$ cat src/rtl/spi_cs_pkg.sv
package spi_cs_pkg;
  typedef enum logic [1:0] {
    SQ_IDLE  = 2'd0,
    SQ_SETUP = 2'd1,
    SQ_SHIFT = 2'd2,
    SQ_TAIL  = 2'd3
  } sq_state_t;

  function automatic int max_i(input int a, input int b);
    return (a > b) ? a : b;
  endfunction
endpackage

$ cat src/rtl/spi_cs_sclkgen.sv
module spi_cs_sclkgen #(
  parameter int PSW = 8,
  localparam int LW = PSW + 1
) (
  input  logic           clk,
  input  logic           rst,
  input  logic           idle_lvl,
  input  logic           start,
  input  logic           hold_extra,
  input  logic           run,
  input  logic [PSW-1:0] ps,
  output logic           sclk_q,
  output logic           lead_ev,
  output logic           trail_ev,
  output logic [LW-1:0]  h_idle
);
  logic [LW-1:0] per;
  logic [LW-1:0] h_act;
  logic [LW-1:0] hcnt;
  logic          tick;

  // period and its split: active phase takes the larger half on odd periods
  always_comb begin
    per    = (ps == '0) ? LW'(2) : (LW'(ps) + LW'(1));
    h_idle = per >> 1;
    h_act  = per - h_idle;
  end

  assign tick     = run && (hcnt == '0);
  assign lead_ev  = tick && (sclk_q == idle_lvl);
  assign trail_ev = tick && (sclk_q != idle_lvl);

  always_ff @(posedge clk) begin
    if (rst) begin
      sclk_q <= idle_lvl;
      hcnt   <= '0;
    end else if (start) begin
      sclk_q <= idle_lvl;
      hcnt   <= hold_extra ? LW'(1) : LW'(0);
    end else if (tick) begin
      sclk_q <= ~sclk_q;
      hcnt   <= (lead_ev ? h_act : h_idle) - LW'(1);
    end else if (run) begin
      hcnt   <= hcnt - LW'(1);
    end else begin
      sclk_q <= idle_lvl;
    end
  end
endmodule

$ cat src/rtl/spi_cs_gapcnt.sv
module spi_cs_gapcnt #(
  parameter int CW = 9
) (
  input  logic          clk,
  input  logic          rst,
  input  logic          load,
  input  logic [CW-1:0] load_val,
  output logic          zero
);
  logic [CW-1:0] cnt;

  assign zero = (cnt == '0);

  always_ff @(posedge clk) begin
    if (rst)        cnt <= '0;
    else if (load)  cnt <= load_val;
    else if (!zero) cnt <= cnt - CW'(1);
  end
endmodule

$ cat src/rtl/spi_cs_shifter.sv
module spi_cs_shifter #(
  parameter int W = 8,
  localparam int BW = (W > 1) ? $clog2(W) : 1
) (
  input  logic         clk,
  input  logic         rst,
  input  logic         load,
  input  logic [W-1:0] data,
  input  logic         lead,
  input  logic         trail,
  input  logic         miso,
  output logic         mosi_q,
  output logic [W-1:0] rx_q,
  output logic         last_bit
);
  logic [W-1:0]  tx_sr;
  logic [BW-1:0] nbit;

  assign last_bit = (nbit == BW'(W - 1));

  always_ff @(posedge clk) begin
    if (rst) begin
      tx_sr  <= '0;
      rx_q   <= '0;
      nbit   <= '0;
      mosi_q <= 1'b0;
    end else if (load) begin
      tx_sr  <= data;
      nbit   <= '0;
      mosi_q <= data[W-1];
    end else begin
      if (lead)
        rx_q <= {rx_q[W-2:0], miso};
      if (trail) begin
        tx_sr  <= tx_sr << 1;
        mosi_q <= tx_sr[W-2];
        nbit   <= nbit + BW'(1);
      end
    end
  end
endmodule

$ cat src/rtl/spi_cs_master.sv
module spi_cs_master
  import spi_cs_pkg::*;
#(
  parameter int WORD_W  = 8,
  parameter int PRESC_W = 8,
  parameter int GAP_W   = 8
) (
  input  logic               clk,
  input  logic               rst,
  input  logic               cfg_cpol,
  input  logic [PRESC_W-1:0] cfg_prescale,
  input  logic [GAP_W-1:0]   cfg_setup_cnt,
  input  logic [GAP_W-1:0]   cfg_hold_cnt,
  input  logic               cfg_cs_keep,
  input  logic               wr_stb,
  input  logic [WORD_W-1:0]  wr_word,
  input  logic               slv_rdy,
  input  logic               miso,
  output logic               sclk,
  output logic               mosi,
  output logic               cs_n,
  output logic               busy,
  output logic               done,
  output logic [WORD_W-1:0]  rd_word
);
  localparam int LW = PRESC_W + 1;
  localparam int CW = max_i(GAP_W, PRESC_W) + 1;

  sq_state_t          state;
  logic               cpol_q;
  logic [PRESC_W-1:0] ps_q;
  logic [GAP_W-1:0]   t2c_q;
  logic               keep_q;

  logic               accept;
  logic               go_shift;
  logic               word_end;
  logic               lead_ev;
  logic               trail_ev;
  logic [LW-1:0]      h_idle;
  logic               gap_zero;
  logic               gap_load;
  logic [CW-1:0]      gap_val;
  logic               last_bit;
  logic [WORD_W-1:0]  rx_bits;
  logic               idle_lvl;

  assign busy     = (state != SQ_IDLE);
  assign idle_lvl = busy ? cpol_q : cfg_cpol;
  assign accept   = (state == SQ_IDLE) && wr_stb;
  assign go_shift = (state == SQ_SETUP) && gap_zero && slv_rdy;
  assign word_end = (state == SQ_SHIFT) && trail_ev && last_bit;
  assign gap_load = accept || word_end;
  assign gap_val  = accept ? CW'(cfg_setup_cnt)
                           : (CW'(h_idle) + CW'(t2c_q));

  spi_cs_sclkgen #(.PSW(PRESC_W)) u_clk (
    .clk        (clk),
    .rst        (rst),
    .idle_lvl   (idle_lvl),
    .start      (go_shift),
    .hold_extra (keep_q),
    .run        (state == SQ_SHIFT),
    .ps         (ps_q),
    .sclk_q     (sclk),
    .lead_ev    (lead_ev),
    .trail_ev   (trail_ev),
    .h_idle     (h_idle)
  );

  spi_cs_gapcnt #(.CW(CW)) u_gap (
    .clk      (clk),
    .rst      (rst),
    .load     (gap_load),
    .load_val (gap_val),
    .zero     (gap_zero)
  );

  spi_cs_shifter #(.W(WORD_W)) u_sh (
    .clk      (clk),
    .rst      (rst),
    .load     (accept),
    .data     (wr_word),
    .lead     (lead_ev),
    .trail    (trail_ev),
    .miso     (miso),
    .mosi_q   (mosi),
    .rx_q     (rx_bits),
    .last_bit (last_bit)
  );

  always_ff @(posedge clk) begin
    if (rst) begin
      state   <= SQ_IDLE;
      cs_n    <= 1'b1;
      done    <= 1'b0;
      rd_word <= '0;
      cpol_q  <= 1'b0;
      ps_q    <= '0;
      t2c_q   <= '0;
      keep_q  <= 1'b0;
    end else begin
      done <= 1'b0;
      unique case (state)
        SQ_IDLE: begin
          if (wr_stb) begin
            state  <= SQ_SETUP;
            cs_n   <= 1'b0;
            cpol_q <= cfg_cpol;
            ps_q   <= cfg_prescale;
            t2c_q  <= cfg_hold_cnt;
            keep_q <= cfg_cs_keep;
          end else if (!cfg_cs_keep) begin
            cs_n <= 1'b1;
          end
        end
        SQ_SETUP: begin
          if (go_shift) state <= SQ_SHIFT;
        end
        SQ_SHIFT: begin
          if (word_end) state <= SQ_TAIL;
        end
        SQ_TAIL: begin
          if (gap_zero) begin
            state   <= SQ_IDLE;
            done    <= 1'b1;
            rd_word <= rx_bits;
            cs_n    <= ~keep_q;
          end
        end
        default: state <= SQ_IDLE;
      endcase
    end
  end
endmodule

$ cat config.mk
export PLATFORM = sky130hd
export DESIGN_NAME = spi_cs_master
export DESIGN_NICKNAME = d
export VERILOG_FILES = /design/src/rtl/spi_cs_pkg.sv /design/src/rtl/spi_cs_sclkgen.sv /design/src/rtl/spi_cs_gapcnt.sv /design/src/rtl/spi_cs_shifter.sv /design/src/rtl/spi_cs_master.sv
export SDC_FILE = /design/constraint.sdc
export NUM_CORES = 1
export LEC_CHECK = 0
export ABC_CLOCK_PERIOD_IN_PS = 3100
export BUFFER_PORTS_ARGS = -buffer_cell sky130_fd_sc_hd__buf_2
export CAP_MARGIN = 20
export CORE_MARGIN = 3
export CORE_UTILIZATION = 53
export DETAILED_ROUTE_END_ITERATION = 16
export HOLD_SLACK_MARGIN = 0.15
export PLACE_DENSITY = 0.76
export SLEW_MARGIN = 20
export SYNTH_ARGS = -nofsm -noshare
export SYNTH_HDL_FRONTEND = slang
export SYNTH_HIERARCHICAL = 1
export SYNTH_SLANG_ARGS = --single-unit
$ cat constraint.sdc
create_clock -name clk -period 3.1 [get_ports clk]
set_input_delay 0.62 -clock clk [delete_from_list [all_inputs] [get_ports clk]]
set_output_delay 0.62 -clock clk [all_outputs]
set_load 0.02 [all_outputs]
==> impl_summary.txt <==
----------------------------------------------------
[Synth]
  Post-synthesis average cell area ... 8.08 um2
  Fraction of synthesis flops using an asynchronous set or reset pin ... 0
  Cell type with the largest total area after synthesis ... dfxtp_1
  Mapped cell area ... 4520 um2
  Number of enable-type register cells in the synthesized netlist ... 1
  Most area-consuming cells after synthesis ... dfxtp_1 (30%), nand2_1 (7.5%), a21oi_1 (7.0%), ha_1 (6.9%), mux2i_1 (4.0%)
  Commonest cells post-synth ... nand2_1 (91), dfxtp_1 (67), a21oi_1 (63), nor2_1 (48), ha_1 (25)
  Unique cell type count in the Yosys netlist ... 79
  Most repeated cell in the gate-level netlist after synthesis ... nand2_1
  Sequential-to-total area share from yosys stat ... 0.303
  Synthesis Warnings ... 6
  Net count after synthesis ... 625
  Area share of the largest cell type after synthesis ... 0.296
  Post-synthesis sequential element count ... 68
  Cells after synthesis ... 560
  Primary flip-flop cell chosen by synthesis mapping ... dfxtp_1

[Timing]
  Setup ws final ... -0.146 ns
  Upper clock frequency limit ... 0.308 GHz
  Relative slew margins ... 0.605
  Period minus WS final ... 3.25 ns
  Unrepaired setup endpoints after global routing ... true
  Final max-slew violation count ... 0
  Post-route clock skew ... 0.0122 ns
  Sum of negative setup slack ... -0.550 ns
  Final worst path period share ... 1.05
  Measured slew at the worst slew-check pin ... 0.591 ns
  Number of failing hold endpoints at the final stage ... 0
  Final setup violation count ... 5

[Clock network]
  Clk Tree Root Cell ... clkbuf_8
  Largest buffer count on any clock path ... 2
  Number of buffers created by CTS ... 9
  Clock latency at the later pin of the worst-skew pair ... 0.35 ns
  Count of hold-fix buffers inserted at cts ... 0
  CTS sink cnt ... 68
  Clock-pin slew reported for the worst setup and hold paths after clock tree synthesis ... 0.08 ns
  CTS tree ... done
  Level count of the clock H-tree ... 3

[Pwr]
  Power Density ... 991 nW/um2
  VDD IR max ... 0.000567 V
  LEAKAGE ... 2.26 nW

[Floorplan]
  Count of pins on the block boundary ... 52
  Overall die height ... 98.4 um
  Core Footprint ... 8260 um2
  Site row count ... 33
  Total die area ... 9680 um2
  Starting density of the core ... 0.548
  Die width ... 98.4 um

[Setup path]
  Worst setup path category ... register to register
  Worst Path Required ... 3.34 ns
  Critical register-to-register path startpoint ... ps_q[0]$_SDFFE_PP0P_
  Maximum single-stage delay on the critical path ... 0.37 ns
  Kind of end point of the critical path ... register
  Data arrival at the endpoint of the critical path ... 3.48 ns
  Slowest-stage cell, CP ... dfxtp_4
  FF-to-FF setup slack ... -0.15 ns
  Reg2Reg Depth ... 15
  List of cells traversed by the critical path ... inv_4, ha_4, nor4b_4, and2_4, nor2_2, ha_1, and3_2, buf_4, o311ai_4, nor3_2, a41oi_2, o311ai_4, nor3b_1, xnor2_1, a21oi_1
  Startpoint type of the worst setup path ... register
  Dominant cell type by count on the critical path ... o311ai_4
  R2R Path End ... u_clk/hcnt[6]$_SDFFE_PP0P_
  Peak fanout along the critical path ... 5

[Detailed routing]
  DRC marker count from the first detailed-route iteration ... 283
  Number of iterations in the first detailed-routing pass ... 5
  Antenna violation net count after detailed routing ... 0
  Total wire length after detailed routing ... 11600 um
  Average wire per cell in the routed design ... 15.3 um
  Total via count after detailed routing ... 4358
  DRC errors left ... 0
  Via density per instance ... 5.79

[Final layout]
  Antenna Diode Count ... 0
  Final #Nets ... 708
  Final non-filler cell area ... 5460 um2
  Share of cells above drive strength 1 ... 0.259
  Area growth from synthesis to layout ... 20.6%

[Global routing]
  Top Usage Layer GRT ... met2
  Grt met3 use ... 0.0536
  GRT Overall Usage ... 0.239
  Fraction of met1 tracks used by global routing ... 0.304
  Wire length of the first global-routing pass ... 19100 um
  Aggregate global routing overflow ... 0
  Maximum number of pins on one net before global-route repair ... 32
  Met2 Resource Use GR ... 0.397
  Initial antenna violation count ... 0
  Vias in the first global route ... 4138

[Hold path]
  Hold-critical path depth ... 2
  Hold Startpoint ... rd_word[6]$_SDFFE_PP0P_
  Type of the tightest min-delay check ... register to register
  Hold worst-path end ... rd_word[6]$_SDFFE_PP0P_

[Flow run]
  Max Cap Viol ... 0

[Placement]
  Dpl hpwl ... 8510 um
  Pre-CTS worst setup slack ... -0.262 ns
  GPL Wtd Cong ... 0.957
  Placement-stage cell area ... 5110 um2
  I/O Buffers ... 51

[Status]
  Failing checks ... setup timing
  Result of the run ... finished with violations

----------------------------------------------------
==> worst max-delay path: cells and delay by family, from the launching register on <==
kind,cells,cell delay (ns)
simple gates,6,1.15
compound gates,4,0.79
fa+ha+maj,2,0.45
flops,1,0.37
buf+inv,2,0.21
xor+xnor,1,0.16
==> power breakdown <==
part | switching (mW) | internal [mW] | total (mW)
clock | 0.367 | 0.372 | 0.738
sequential | 0.168 | 1.07 | 1.23
combinational | 1.80 | 1.63 | 3.43
==> layout by cell type, fill, tap and decap left out, types with 3 or more instances in the layout <==
master | Yosys | final
buf_4 | 6 | 46
xor2_1 | 8 | 7
a21oi_1 | 63 | 63
inv_1 | 24 | 21
nand2_1 | 91 | 91
or3_1 | 3 | 3
mux2_4 | 6 | 6
o21ai_1 | 4 | 4
nand4_1 | 3 | 3
nor3_1 | 12 | 11
dfxtp_1 | 67 | 65
nand2b_1 | 8 | 8
clkbuf_8 | 0 | 9
ha_1 | 25 | 22
a31oi_1 | 6 | 6
nand3_1 | 20 | 20
xnor2_1 | 16 | 16
nor2_1 | 48 | 46
and3_1 | 8 | 6
o31ai_1 | 4 | 4
inv_2 | 1 | 3
nor2b_1 | 3 | 3
buf_2 | 14 | 51
o21ai_0 | 16 | 15
mux2i_1 | 18 | 18
o211ai_1 | 4 | 4
a311oi_1 | 3 | 3
ha_4 | 0 | 3
a211oi_1 | 6 | 5
==> kinds of logic after synthesis <==
family / synth area share
flops: 0.303
simple gates: 0.233
buf+inv: 0.0534
compound gates: 0.212
mux: 0.0672
other cells: 0.000829
xor+xnor: 0.0536
fa+ha+maj: 0.0761
==> final cells by class <==
cell class                 instances  area, um2
clock inverter                     6       65.1
fill                             705       2800
multi-input combinational        442       3060
inverter                          25       96.3
sequential                        68       1380
tap                              105        131
timing repair buffer              97        601
clock buffer                      10        128
==> timing repair <==
item | in CTS | in global routing
gates resized for setup | 14 | 12
gates cloned | 0 | 0
pin swaps | 11 | 11
endpoints found under the setup margin | 7 | 11
setup buffers | 4 | 1
endpoints found under the hold margin | 0 | 0
==> registers in the layout, indices dropped and copies added, names as in the netlist <==
register      count
cs_n              1
keep_q            1
state             2
u_sh/tx_sr        7
t2c_q             8
u_sh/rx_q         8
u_sh/mosi_q       1
u_clk/sclk_q      1
u_clk/hcnt        9
rd_word           8
u_sh/nbit         3
cpol_q            1
u_gap/cnt         9
ps_q              8
done              1
==> metrics by stage <==
step | util | power [mW] | cells | hold WS, ns
2_1_floorplan | - | 3.49 | 560 | 0.433
3_3_place_gp | 0.619 | 4.16 | 732 | 0.440
3_5_place_dp | 0.619 | 4.27 | 732 | 0.444
4_1_cts | 0.655 | 5.24 | 752 | 0.454
5_1_grt | 0.661 | 5.78 | 753 | 0.470
6_report | 0.661 | 5.41 | 753 | 0.454
==> per-layer routing <==
layer  vias to the layer above  share of wire
met5                         -              0
met4                         0          0.020
met3                        25          0.054
met2                       148           0.49
met1                      2038           0.44
li1                       2147              -
==> worst max path at each step <==
stage | from | to
final | ps_q[0]$_SDFFE_PP0P_ | u_clk/hcnt[6]$_SDFFE_PP0P_
after floorplan | ps_q[0]$_SDFFE_PP0P_ | u_clk/hcnt[7]$_SDFFE_PP0P_
after global placement | ps_q[0]$_SDFFE_PP0P_ | u_clk/hcnt[7]$_SDFFE_PP0P_
after CTS | ps_q[0]$_SDFFE_PP0P_ | u_clk/hcnt[7]$_SDFFE_PP0P_
after detailed placement | ps_q[0]$_SDFFE_PP0P_ | u_clk/hcnt[7]$_SDFFE_PP0P_
after global routing | ps_q[0]$_SDFFE_PP0P_ | u_clk/hcnt[7]$_SDFFE_PP0P_
Note: power is estimated with default switching activity, not from simulation.
